$ cat config.mk
export PLATFORM = sky130hd
export DESIGN_NAME = feac_rx_detector
export DESIGN_NICKNAME = d
export VERILOG_FILES = /design/src/rtl/feac_rx_pkg.sv /design/src/rtl/feac_bit_locator.sv /design/src/rtl/feac_code_validator.sv /design/src/rtl/feac_result_reg.sv /design/src/rtl/feac_rx_detector.sv
export SDC_FILE = /design/constraint.sdc
export NUM_CORES = 1
export LEC_CHECK = 0
export BUFFER_PORTS_ARGS = -buffer_cell sky130_fd_sc_hd__buf_2
export CAP_MARGIN = 20
export CORE_MARGIN = 2
export CORE_UTILIZATION = 45
export CTS_CLUSTER_DIAMETER = 30
export CTS_CLUSTER_SIZE = 30
export DETAILED_ROUTE_END_ITERATION = 10
export HOLD_SLACK_MARGIN = 0.08
export MAX_ROUTING_LAYER = met4
export PLACE_DENSITY = 0.67
export SLEW_MARGIN = 20
export SYNTH_ARGS = -nofsm -noshare
export SYNTH_HDL_FRONTEND = slang
export SYNTH_SLANG_ARGS = --single-unit
$ cat constraint.sdc
create_clock -name clk -period 2.9 [get_ports clk]
set_input_delay 0.29 -clock clk [delete_from_list [all_inputs] [get_ports clk]]
set_output_delay 0.29 -clock clk [all_outputs]
set_load 0.01 [all_outputs]
$ cat src/rtl/feac_rx_pkg.sv
package feac_rx_pkg;

    localparam int WORD_W  = 16;
    localparam int ONES_W  = 8;
    localparam int CODE_W  = 6;
    localparam int CNT_W   = 4;

    typedef logic [CODE_W-1:0] code_t;
    typedef logic [CNT_W-1:0]  cnt_t;
    typedef logic [WORD_W-1:0] word_t;
    typedef logic [1:0]        fmode_t;

    localparam fmode_t FMODE_CBIT = 2'b00;

    typedef enum logic [1:0] {
        V_INIT = 2'd0,
        V_TENT = 2'd1,
        V_DUAL = 2'd2,
        V_DONE = 2'd3
    } vstate_e;

    typedef struct packed {
        logic  hit;
        code_t code;
    } pat_s;

    // oldest bit sits at index 0
    function automatic logic is_pattern(word_t w);
        return (w[ONES_W-1:0] == '1) && !w[ONES_W] && !w[WORD_W-1];
    endfunction

    function automatic code_t field_of(word_t w);
        return w[ONES_W+1 +: CODE_W];
    endfunction

    function automatic cnt_t sat_add(cnt_t a, cnt_t b);
        logic [CNT_W:0] s;
        s = {1'b0, a} + {1'b0, b};
        return s[CNT_W] ? '1 : s[CNT_W-1:0];
    endfunction

endpackage

$ cat src/rtl/feac_bit_locator.sv
module feac_bit_locator
    import feac_rx_pkg::*;
(
    input  logic clk,
    input  logic rst,
    input  logic en,
    input  logic stb,
    input  logic din,
    output pat_s pat_o
);
    word_t sr;
    word_t sr_next;

    assign sr_next = {din, sr[WORD_W-1:1]};

    always_ff @(posedge clk) begin
        if (rst || !en) begin
            sr    <= '0;
            pat_o <= '0;
        end else begin
            pat_o.hit <= 1'b0;
            if (stb) begin
                if (is_pattern(sr_next)) begin
                    pat_o.hit  <= 1'b1;
                    pat_o.code <= field_of(sr_next);
                    sr         <= '0;   // zero at index 0 forces 16 fresh bits
                end else begin
                    sr <= sr_next;
                end
            end
        end
    end

    a_r1_hit_follows_strobe: assert property (@(posedge clk) disable iff (rst)
        pat_o.hit |-> $past(stb));

    a_r3_no_hit_when_off: assert property (@(posedge clk) disable iff (rst)
        !en |=> !pat_o.hit);

endmodule

$ cat src/rtl/feac_code_validator.sv
module feac_code_validator
    import feac_rx_pkg::*;
#(
    parameter int VALID_COUNT = 9
) (
    input  logic  clk,
    input  logic  rst,
    input  logic  en,
    input  logic  multi,
    input  logic  host_rd,
    input  pat_s  pat_i,
    output logic  fire,
    output code_t fire_code
);
    localparam cnt_t THR = CNT_W'(VALID_COUNT);
    localparam cnt_t ONE = CNT_W'(1);
    localparam cnt_t TWO = CNT_W'(2);

    vstate_e st, st_n;
    code_t   tent, tent_n, alt, alt_n;
    cnt_t    cnt, cnt_n, sum;
    logic    multi_q;
    logic    restart;

    assign restart = !en || host_rd || (multi != multi_q);

    always_comb begin
        st_n      = st;
        tent_n    = tent;
        alt_n     = alt;
        cnt_n     = cnt;
        sum       = '0;
        fire      = 1'b0;
        fire_code = tent;
        if (restart) begin
            st_n   = V_INIT;
            tent_n = '0;
            alt_n  = '0;
            cnt_n  = '0;
        end else if (pat_i.hit) begin
            case (st)
                V_INIT: begin
                    if (!multi) begin
                        fire      = 1'b1;
                        fire_code = pat_i.code;
                        st_n      = V_DONE;
                    end else begin
                        tent_n = pat_i.code;
                        cnt_n  = ONE;
                        st_n   = V_TENT;
                    end
                end
                V_TENT: begin
                    if (pat_i.code == tent) begin
                        sum   = sat_add(cnt, ONE);
                        cnt_n = sum;
                        if (sum >= THR) begin
                            fire = 1'b1;
                            st_n = V_DONE;
                        end
                    end else begin
                        alt_n = pat_i.code;
                        st_n  = V_DUAL;
                    end
                end
                V_DUAL: begin
                    if (pat_i.code == tent) begin
                        sum   = sat_add(cnt, TWO);
                        cnt_n = sum;
                        st_n  = (sum >= THR) ? V_DONE : V_TENT;
                        fire  = (sum >= THR);
                    end else if (pat_i.code == alt) begin
                        tent_n = alt;
                        cnt_n  = TWO;
                        st_n   = V_TENT;
                    end else begin
                        tent_n = alt;
                        alt_n  = pat_i.code;
                        cnt_n  = ONE;
                    end
                end
                default: ;
            endcase
        end
    end

    always_ff @(posedge clk) begin
        if (rst) begin
            st      <= V_INIT;
            tent    <= '0;
            alt     <= '0;
            cnt     <= '0;
            multi_q <= 1'b0;
        end else begin
            st      <= st_n;
            tent    <= tent_n;
            alt     <= alt_n;
            cnt     <= cnt_n;
            multi_q <= multi;
        end
    end

    a_r10_done_holds: assert property (@(posedge clk) disable iff (rst)
        (st == V_DONE && !restart) |=> st == V_DONE);

    a_r6_count_window: assert property (@(posedge clk) disable iff (rst)
        (st == V_TENT || st == V_DUAL) |-> (cnt >= ONE && cnt < THR));

    a_r3_off_restarts: assert property (@(posedge clk) disable iff (rst)
        !en |=> (st == V_INIT && tent == '0 && alt == '0));

    a_r11_mode_change_restarts: assert property (@(posedge clk) disable iff (rst)
        (multi != multi_q) |=> st == V_INIT);

endmodule

$ cat src/rtl/feac_result_reg.sv
module feac_result_reg
    import feac_rx_pkg::*;
(
    input  logic  clk,
    input  logic  rst,
    input  logic  fire,
    input  code_t fire_code,
    input  logic  host_rd,
    output logic  pulse,
    output code_t code_q,
    output logic  sticky
);
    always_ff @(posedge clk) begin
        if (rst) begin
            pulse  <= 1'b0;
            code_q <= '0;
            sticky <= 1'b0;
        end else begin
            pulse <= fire;
            if (fire) begin
                code_q <= fire_code;
                sticky <= 1'b1;
            end else if (host_rd) begin
                sticky <= 1'b0;
            end
        end
    end

    a_r10_read_clears: assert property (@(posedge clk) disable iff (rst)
        (host_rd && !fire) |=> !sticky);

endmodule

$ cat src/rtl/feac_rx_detector.sv
module feac_rx_detector
    import feac_rx_pkg::*;
#(
    parameter int VALID_COUNT = 9
) (
    input  logic        clk,
    input  logic        rst,
    input  logic [1:0]  frame_mode,
    input  logic        multi_sel,
    input  logic        fe_bit_stb,
    input  logic        fe_bit,
    input  logic        host_rd,
    output logic        valid_pulse,
    output logic [5:0]  code_out,
    output logic        status_valid
);
    logic  en;
    pat_s  pat;
    logic  fire;
    code_t fire_code;

    assign en = (frame_mode == FMODE_CBIT);

    feac_bit_locator u_loc (
        .clk   (clk),
        .rst   (rst),
        .en    (en),
        .stb   (fe_bit_stb),
        .din   (fe_bit),
        .pat_o (pat)
    );

    feac_code_validator #(.VALID_COUNT(VALID_COUNT)) u_val (
        .clk       (clk),
        .rst       (rst),
        .en        (en),
        .multi     (multi_sel),
        .host_rd   (host_rd),
        .pat_i     (pat),
        .fire      (fire),
        .fire_code (fire_code)
    );

    feac_result_reg u_res (
        .clk       (clk),
        .rst       (rst),
        .fire      (fire),
        .fire_code (fire_code),
        .host_rd   (host_rd),
        .pulse     (valid_pulse),
        .code_q    (code_out),
        .sticky    (status_valid)
    );

    a_r9_pulse_one_cycle: assert property (@(posedge clk) disable iff (rst)
        valid_pulse |=> !valid_pulse);

    a_r9_status_with_pulse: assert property (@(posedge clk) disable iff (rst)
        valid_pulse |-> status_valid);

    a_r10_code_held: assert property (@(posedge clk) disable iff (rst)
        !valid_pulse |-> $stable(code_out));

endmodule

Yosys cells after proc, flatten, opt, wreduce, memory -nomap -nowiden
Cells that the tools add are included.
{"block": "word_totals", "ff_bits": 50, "latchBits": 0, "ramBits": 0, "romBits": 0, "inputBits": 8, "out_inout_bits": 8, "word_cells": 86, "mem_count": 0}
{"block": "op_classes", "addsub": 2, "n_mul": 0, "div_mod_pow": 0, "n_lt_le_gt_ge": 2, "n_eq_ne": 13, "n_shift": 0, "mux": 36, "bitwise": 1, "reduce_logical": 21}
{"op": "$mux W6", "count": 9}
{"op": "$pmux W6 S2", "count": 2}
{"op": "$mux W4", "count": 5}
{"op": "$mux W16", "count": 1}
{"op": "$mux W2", "count": 7}
{"op": "$eq A6 B6 Y1", "count": 2}
{"op": "$pmux W4 S3", "count": 1}
{"op": "$reduce_and A4 Y1", "count": 3}
{"op": "$eq A8 B8 Y1 const B", "count": 1}
{"op": "$ge A4 B4 Y1 const B", "count": 2}
{"op": "$mux W1", "count": 8}
{"op": "$ne A2 B2 Y1 const B", "count": 4}
{"op": "$mux W7", "count": 1}
{"op": "$pmux W2 S3", "count": 1}
{"op": "$reduce_bool A2 Y1", "count": 3}
{"op": "$add A4 B1 Y5 const B", "count": 1}
{"op": "$add A4 B2 Y5 const B", "count": 1}
{"op": "$reduce_and A5 Y1", "count": 1}
{"op": "$logic_not A2 Y1", "count": 2}
{"op": "$reduce_or A2 Y1", "count": 2}
{"op": "$logic_not A1 Y1", "count": 3}
{"op": "$logic_or A1 B1 Y1", "count": 3}
{"op": "$ne A3 B1 Y1 const B", "count": 1}
{"op": "$ne A3 B3 Y1 const B", "count": 1}
{"op": "other kinds (9)", "count": 10}

Logic depth before layout (Yosys ltp)
Gate-level depths: netlist of the first run.
{"block": "logic_depth", "ltp_word": 9, "ltp_mapped": 9, "ltp_nobuf": 8}

Modules after synthesis
From an unflattened synthesis of the first run, not the netlist that was laid out.
{"block": "unflattened", "cells_unflattened": 273, "area_unflattened_um2": 2602.5}
{"module": "feac_code_validator", "n_inst": 1, "cells_per_inst": 160, "area_each_um2": 1438.9, "seq_area_each_um2": 380.4}
{"module": "feac_bit_locator", "n_inst": 1, "cells_per_inst": 86, "area_each_um2": 883.3, "seq_area_each_um2": 440.4}
{"module": "feac_result_reg", "n_inst": 1, "cells_per_inst": 26, "area_each_um2": 276.5, "seq_area_each_um2": 160.2}
{"module": "feac_rx_detector", "n_inst": 1, "cells_per_inst": 1, "area_each_um2": 3.8, "seq_area_each_um2": 0.0}

Worst setup path before layout of the first run
No wires, ideal clock.
{"block": "synth_path", "path_type": "register -> register", "start": "register u_val.cnt[1]", "end": "register u_res.code_q[3]", "arrival_ps": 1980, "t_required_ps": 2764, "setup_slack_ps": 784, "path_stages_with_launch": 9, "n_path_buf": 1, "synth_period_minus_slack_ps": 2116, "cell_sequence": "dfxtp_1 > ha_1 > and3b_1 > or2_1 > a221o_1 > a311oi_2 > buf_4 > and3_1 > nor3_2"}
{"block": "synth_between", "elab_chain_len": 8, "word_cells_on_any_way": 12, "cone_classes": "2 x add/sub; 2 x order compare; 8 x mux"}
{"item": "from (decl)", "line_no": "feac_code_validator.sv:21", "text": "cnt_t cnt, cnt_n, sum;"}
{"item": "from (signal assigned)", "line_no": "feac_code_validator.sv:98", "text": "cnt <= cnt_n;"}
{"item": "$add A4 B1 Y5", "line_no": "feac_rx_pkg.sv:38", "text": "s = {1'b0, a} + {1'b0, b};"}
{"item": "$mux W4", "line_no": "feac_rx_pkg.sv:39", "text": "return s[CNT_W] ? '1 : s[CNT_W-1:0];"}
{"item": "$ge A4 B4 Y1", "line_no": "feac_code_validator.sv:57", "text": "if (sum >= THR) begin"}
{"item": "$mux W1", "line_no": "feac_code_validator.sv:57"}
{"item": "$mux W1", "line_no": "feac_code_validator.sv:54", "text": "if (pat_i.code == tent) begin"}
{"item": "$pmux W1 S3 *", "line_no": "feac_code_validator.sv:41", "text": "case (st)"}
{"item": "$mux W1 *", "line_no": "feac_code_validator.sv:40", "text": "end else if (pat_i.hit) begin"}
{"item": "$mux W1 *", "line_no": "feac_code_validator.sv:35", "text": "if (restart) begin"}
{"item": "to (signal assigned)", "line_no": "feac_result_reg.sv:21", "text": "code_q <= fire_code;"}
{"item": "to (decl)", "line_no": "feac_result_reg.sv:10", "text": "output code_t code_q,"}
Every way passes the cells marked *; elsewhere a longest branch is shown, timed or not.
A chain may end at the register's enable or synchronous reset.

Worst setup path in the final report of the first run
{"block": "layout_path", "start": "register u_val.cnt[0]", "end": "register u_res.code_q[4]"}
The elaborated chain is that of the path after synthesis.

==> flow_summary.ini, run 1 <==
[placed_design]
place_congestion = 0.840
dp_hpwl_mm = 3.35
dp_slack_ns = 0.618
port_buffers = 15
dp_cells = 353

[global_routing]
overflow = 0
grt_antenna_before_repair = 0
grt_pass1_vias = 1730
grt_max_degree = 17
grt_pass1_wl_mm = 7.94
track_usage = 0.160

[detailed_routing]
wire_per_inst_um = 12.7
vias = 1910
wl_mm = 4.59
first_iter_violations = 118
first_pass_iters = 4
drc = 0
avgViaCountPerCell = 5.29
ant_nets = 0

[worst_hold_path]
whs_path_depth = 3
hold_class = primary input to register
hold_path_startpoint = fe_bit

[critical_path]
cp-startpoint = u_val.cnt[0]
arrival_ns = 2.51
crit_fanout = 13
crit_path_end_kind = register
cp_top_family = simple AND/OR/NAND/NOR gates
path_depth = 8
cp_slowest_stage_delay_ns = 0.41
r2r-start = u_val.cnt[0]
crit_chain = ha_1 -> and3b_1 -> or2_1 -> a221o_1 -> a311oi_2 -> buf_4 -> and3_1 -> nor3_2
reg2reg_depth = 8
start_kind = register
crit_buf_inv = 1
critical_path.slowest_cell = dfxtp_1
critPathRequiredTime_ns = 3.09
crit_type = register to register

[timing]
report.final.slew_viol_count = 0
worst_slew_pin_slew_ns = 0.642
layout_setup_ws_ns = 0.579
setup_violations = 0
fin_setup_tns_ns = 0
fin_crit_ns = 2.32
fmaxAchievable_mhz = 431
hold_viol_final = 0
skew_ns = 0.00283
rsz0062_at_grt = no
relSlewSlack = 0.572
post-route-period-util = 0.801

[pwr]
seqPwrFrac = 0.593
p_int_mw = 0.882
power_mw = 1.14
netSwitchingFraction = 0.224
power_density_mw_per_mm2 = 416
ir_drop_mv = 0.317
p_sw_mw = 0.254
p_clk_frac = 0.378
power_frac_comb = 0.029
power.leakage_nw = 1.04

[synth]
synth_area_leaders = dfxtp_1 39%, mux2i_1 13%, nor2_1 5.3%, ha_1 3.4%, a21oi_1 3.2%
syn_avg_cell_area_sq_um = 8.94
netlist_instances = 284
synth-seq-cells = 49
yosysWarnings = 0
synth_top_area_frac = 0.386
synthArstFlopShare = 0
yosysTopAreaCell = dfxtp_1
yosysSeqAreaShare = 0.386
synth_ff_type = dfxtp_1
synth_area_sq_mm = 0.00254
syn-num-nets = 299
synth_edf_count = 0
yosysUniqueCellTypes = 47

[clocking]
cts_resized = 0
numClockSinks = 49
cts-htree-levels = 2
cts_inserted_buffers = 5
cts_buffer_depth = 2
clk_pin_slew_worst_paths_ns = 0.09
clk_latency_ns = 0.30
cts_tree = done
postCtsHoldBufs = 0
post_cts_buffers = 0
cts-root-buf = clkbuf_8

[run]
cap_violations = 0

[floorplanning]
die_area_sq_mm = 0.00626
die_y_um = 79.1
die_w_um = 79.1
ioPinCount = 16
start_util = 0.464
rows = 27
core_sq_mm = 0.00547

[finish]
layout.cells.most_common_list = 49 x dfxtp_1, 36 x nor2_1, 34 x mux2i_1
utilization = 0.499
area.growth.synth_to_final_pct = 7.54
fin_cells = 361
drive_gt1_frac = 0.142
diodes = 0
layout_commonest_cell = dfxtp_1
seq_area_sq_um = 981
multiInputGateArea_sq_mm = 0.00142
n_fill_cell = 526
layout.nets = 303

[status]
status = finished, final reports clean
[cells by family (layout without fill, tap and decap cells)]
group           Yosys count  after routing  share of synthesized area
fa+ha+maj                 7              7                     0.0345
simple gates             97             97                      0.202
xor+xnor                 13             13                     0.0448
compound gates           51             51                      0.140
flops                    49             49                      0.386
buf+inv                  32             37                     0.0537
mux                      35             35                      0.138
[cell type report]
| type | instances | area share |
|---|---|---|
| Clock buffer | 6 | 0.0302 |
| Clock inverter | 2 | 0.00596 |
| Tap cell | 72 | 0.0330 |
| Timing Repair Buffer | 18 | 0.0357 |
| Multi-Input combinational cell | 203 | 0.521 |
| Sequential cell | 49 | 0.359 |
| Inverter | 11 | 0.0151 |
[synthesized netlist by cell type, types with 2 or more instances]
cell type / count
nor3_2: 7
a31oi_1: 2
buf_2: 7
nand3_1: 9
ha_1: 7
and3_1: 6
o21ai_0: 9
xor2_1: 9
nor3_1: 4
a211oi_1: 7
xnor2_1: 4
mux2i_1: 34
nand2b_1: 2
and2_1: 2
inv_1: 11
nand2_1: 12
o311ai_0: 3
a21oi_1: 16
nor2b_1: 2
nor2_1: 36
or2_2: 3
a31o_2: 2
nand4b_1: 2
nand4_1: 4
clkbuf_1: 9
a2111oi_0: 2
or3_1: 2
clkbuf_2: 3
dfxtp_1: 49
o2bb2ai_1: 2
[power groups by stage]
stage          Clock, mW  Combinational, mW  Sequential (mW)
2_1_floorplan          0             0.0241            0.689
4_1_cts            0.447             0.0330            0.674
3_5_place_dp           0             0.0328            0.690
5_1_grt            0.464             0.0358            0.674
3_3_place_gp           0             0.0326            0.690
6_report           0.429             0.0328            0.674
[state kept, by name, indices dropped and copies added, names as in the netlist]
register / cells
u_val.cnt: 4
u_val.tent: 6
u_res.pulse: 1
u_val.alt: 6
u_loc.sr: 15
u_loc.pat_o: 7
u_val.st: 2
u_res.code_q: 6
u_val.multi_q: 1
u_res.sticky: 1
[final timing paths]
| check | to | slack (ns) |
|---|---|---|
| worst min register to register | u_res.sticky | 0.49 |
| worst max register to register | u_res.code_q[4] | 0.58 |
| worst max-delay path | u_res.code_q[4] | 0.58 |
| worst min-delay path | u_loc.sr[15] | 0.23 |
[per-stage QoR]
step	hold WS [ns]	instance area [sq um]
after floorplan	0.418	2540
after global placement	0.457	2630
after detailed placement	0.473	2630
after CTS	0.227	2730
after global routing	0.244	2730
final	0.232	2730
[tightest hold or removal path, cell delays in order]
cell and delay, ns:
buf_2 0.08, mux2i_1 0.06, nor2_1 0.07
[routing by layer]
metal,vias to the layer above,global-route usage,wire (um)
met3,7,0.0330,178
met1,846,0.216,2340
li1,1016,-,-
met4,0,0.0500,61
met5,-,-,0
met2,41,0.243,2010
Note: power is estimated with default switching activity, not from simulation.
==> run 2: changes to the inputs <==
- PLACE_DENSITY: 0.67 -> 0.69
- clock period: 2.9 -> 2.1 ns (I/O delays scaled with it)
==> run 2 against run 1 <==
Compared with the run above:
- worst hold slack worse by 0.056 ns
- non-clock buffer count is 21 higher
- largest cell class unchanged
- cell count up 5.8%
- largest power group unchanged
- critical path depth grew 1
- count of clock-buffer cells in the layout down 1
==> flow_summary.ini, run 2 (synthesized netlist as in run 1, its figures left out) <==
[floorplanning]
die_area_sq_mm = 0.00626
die_w_um = 79.1
ioPinCount = 16
die_y_um = 79.1
start_util = 0.464
core_sq_mm = 0.00547
rows = 27

[detailed_routing]
wl_mm = 5.03
ant_nets = 0
drc = 0
vias = 2069
first_pass_iters = 4
avgViaCountPerCell = 5.42
first_iter_violations = 102
wire_per_inst_um = 13.2

[timing]
fin_crit_ns = 2.08
layout_setup_ws_ns = 0.0204
hold_viol_final = 0
report.final.slew_viol_count = 0
setup_violations = 0
fin_hold_ws_ns = 0.176
skew_ns = 0.00564
fin_setup_tns_ns = 0
fmaxAchievable_mhz = 481
post-route-period-util = 0.990
worst_slew_pin_slew_ns = 0.414
rsz0062_at_grt = yes
relSlewSlack = 0.717

[global_routing]
grtUsageMet3 = 0.0364
grt_antenna_before_repair = 0
grt_pass1_wl_mm = 8.63
use_met1 = 0.218
grt_max_degree = 17
grt_pass1_vias = 1923
top_usage_layer = met2
track_usage = 0.176
grt_use_met2 = 0.290
overflow = 0

[finish]
fin_cells = 382
design_area_sq_mm = 0.00295
regMostFlops = u_loc.sr
drive_gt1_frac = 0.226
top_regs = u_loc.sr (15), u_loc.pat_o (7)
layout.cells.most_common_list = 45 x dfxtp_1, 36 x nor2_1, 34 x mux2i_1
diodes = 0
layout_commonest_cell = dfxtp_1
layout.nets = 324
largest_reg_flops = 15
utilization = 0.539
area.growth.synth_to_final_pct = 16.2

[clocking]
clk_latency_ns = 0.30
cts_buffer_depth = 2
numClockSinks = 49
cts-root-buf = clkbuf_8
cts_tree = done
cts_inserted_buffers = 5
clk_pin_slew_worst_paths_ns = 0.09
cts-htree-levels = 2

[critical_path]
crit_path_end_kind = register
arrival_ns = 2.27
r2r_end = u_res.code_q[2]
start_kind = register
crit_chain = buf_4 -> inv_1 -> ha_4 -> nor2_1 -> a221o_1 -> a311oi_2 -> buf_4 -> and3_4 -> nor3_2
crit_fanout = 7
crit_type = register to register
critical_path.slowest_cell = dfxtp_4
cp_slowest_stage_delay_ns = 0.38
reg2reg_depth = 9
cpMostUsedCell = buf_4
r2r_slack_ns = 0.02
r2r-start = u_val.cnt[1]
critPathRequiredTime_ns = 2.29
cp-startpoint = u_val.cnt[1]

[worst_hold_path]
hold_path_startpoint = host_rd
whs_path_depth = 3
hold_class = primary input to register
hold_end = u_res.sticky

[placed_design]
place_congestion = 0.836
dp_slack_ns = -0.00295
dp_hpwl_mm = 3.62
port_buffers = 15
placed_area_sq_mm = 0.00275
dp_cells = 369

[pwr]
ir_drop_mv = 0.470
power_density_mw_per_mm2 = 562
power_mw = 1.66
power.leakage_nw = 1.16

[status]
status = finished, final reports clean

[run]
cap_violations = 0
run 2: cell count changes in the layout (fill, tap and decap cells not counted), sizes merged:
cell and delta:
clkinv +1, buf +21, clkinvlp -1, bufinv +1
clkbuf -1
run 2: worst max-delay path by stage:
stage | end | cells past startpoint
final | u_res.code_q[2] | 9
after global routing | u_res.code_q[3] | 7
after CTS | u_res.code_q[2] | 8
after detailed placement | u_res.code_q[2] | 8
after global placement | u_res.code_q[5] | 8
after floorplan | u_res.code_q[3] | 8
run 2: cell type report:
type	count	area, sq um
multi-input cells	203	1460
well taps	72	90.1
repair buffers	39	259
flip-flops and latches	49	988
clock inverters	3	43.8
fillers	502	2520
clock buffers	5	68.8
inverters	11	41.3
run 2: what timing repair did:
action / in CTS / in global routing
cloned: 1 / 0
hold buffers: 0 / 0
buffers inserted: 3 / 1
gates resized for setup: 9 / 6
pin swaps: 5 / 5
setup endpoints to repair: 6 / 9
run 2: routing by layer:
metal | routed length, um | up-vias
met5 | 0 | -
met4 | 71 | 0
met3 | 300 | 10
met2 | 2280 | 61
met1 | 2380 | 938
li1 | - | 1060
run 2: critical path, delay by kind of cell (launching register included):
| kind | cells | cell delay [ns] |
|---|---|---|
| adder cells (fa/ha/maj) | 1 | 0.27 |
| AND/OR/NAND/NOR | 3 | 0.28 |
| buffers and inverters | 3 | 0.40 |
| flip-flops | 1 | 0.38 |
| AO/OA/AOI/OAI | 2 | 0.64 |
run 2: report_power, final:
group	leakage (nW)	switching, mW	internal, mW	total, mW
clock network	0.0585	0.322	0.357	0.680
registers	0.397	0.000742	0.928	0.929
logic	0.705	0.0295	0.0182	0.0477
total	1.16	0.353	1.30	1.66
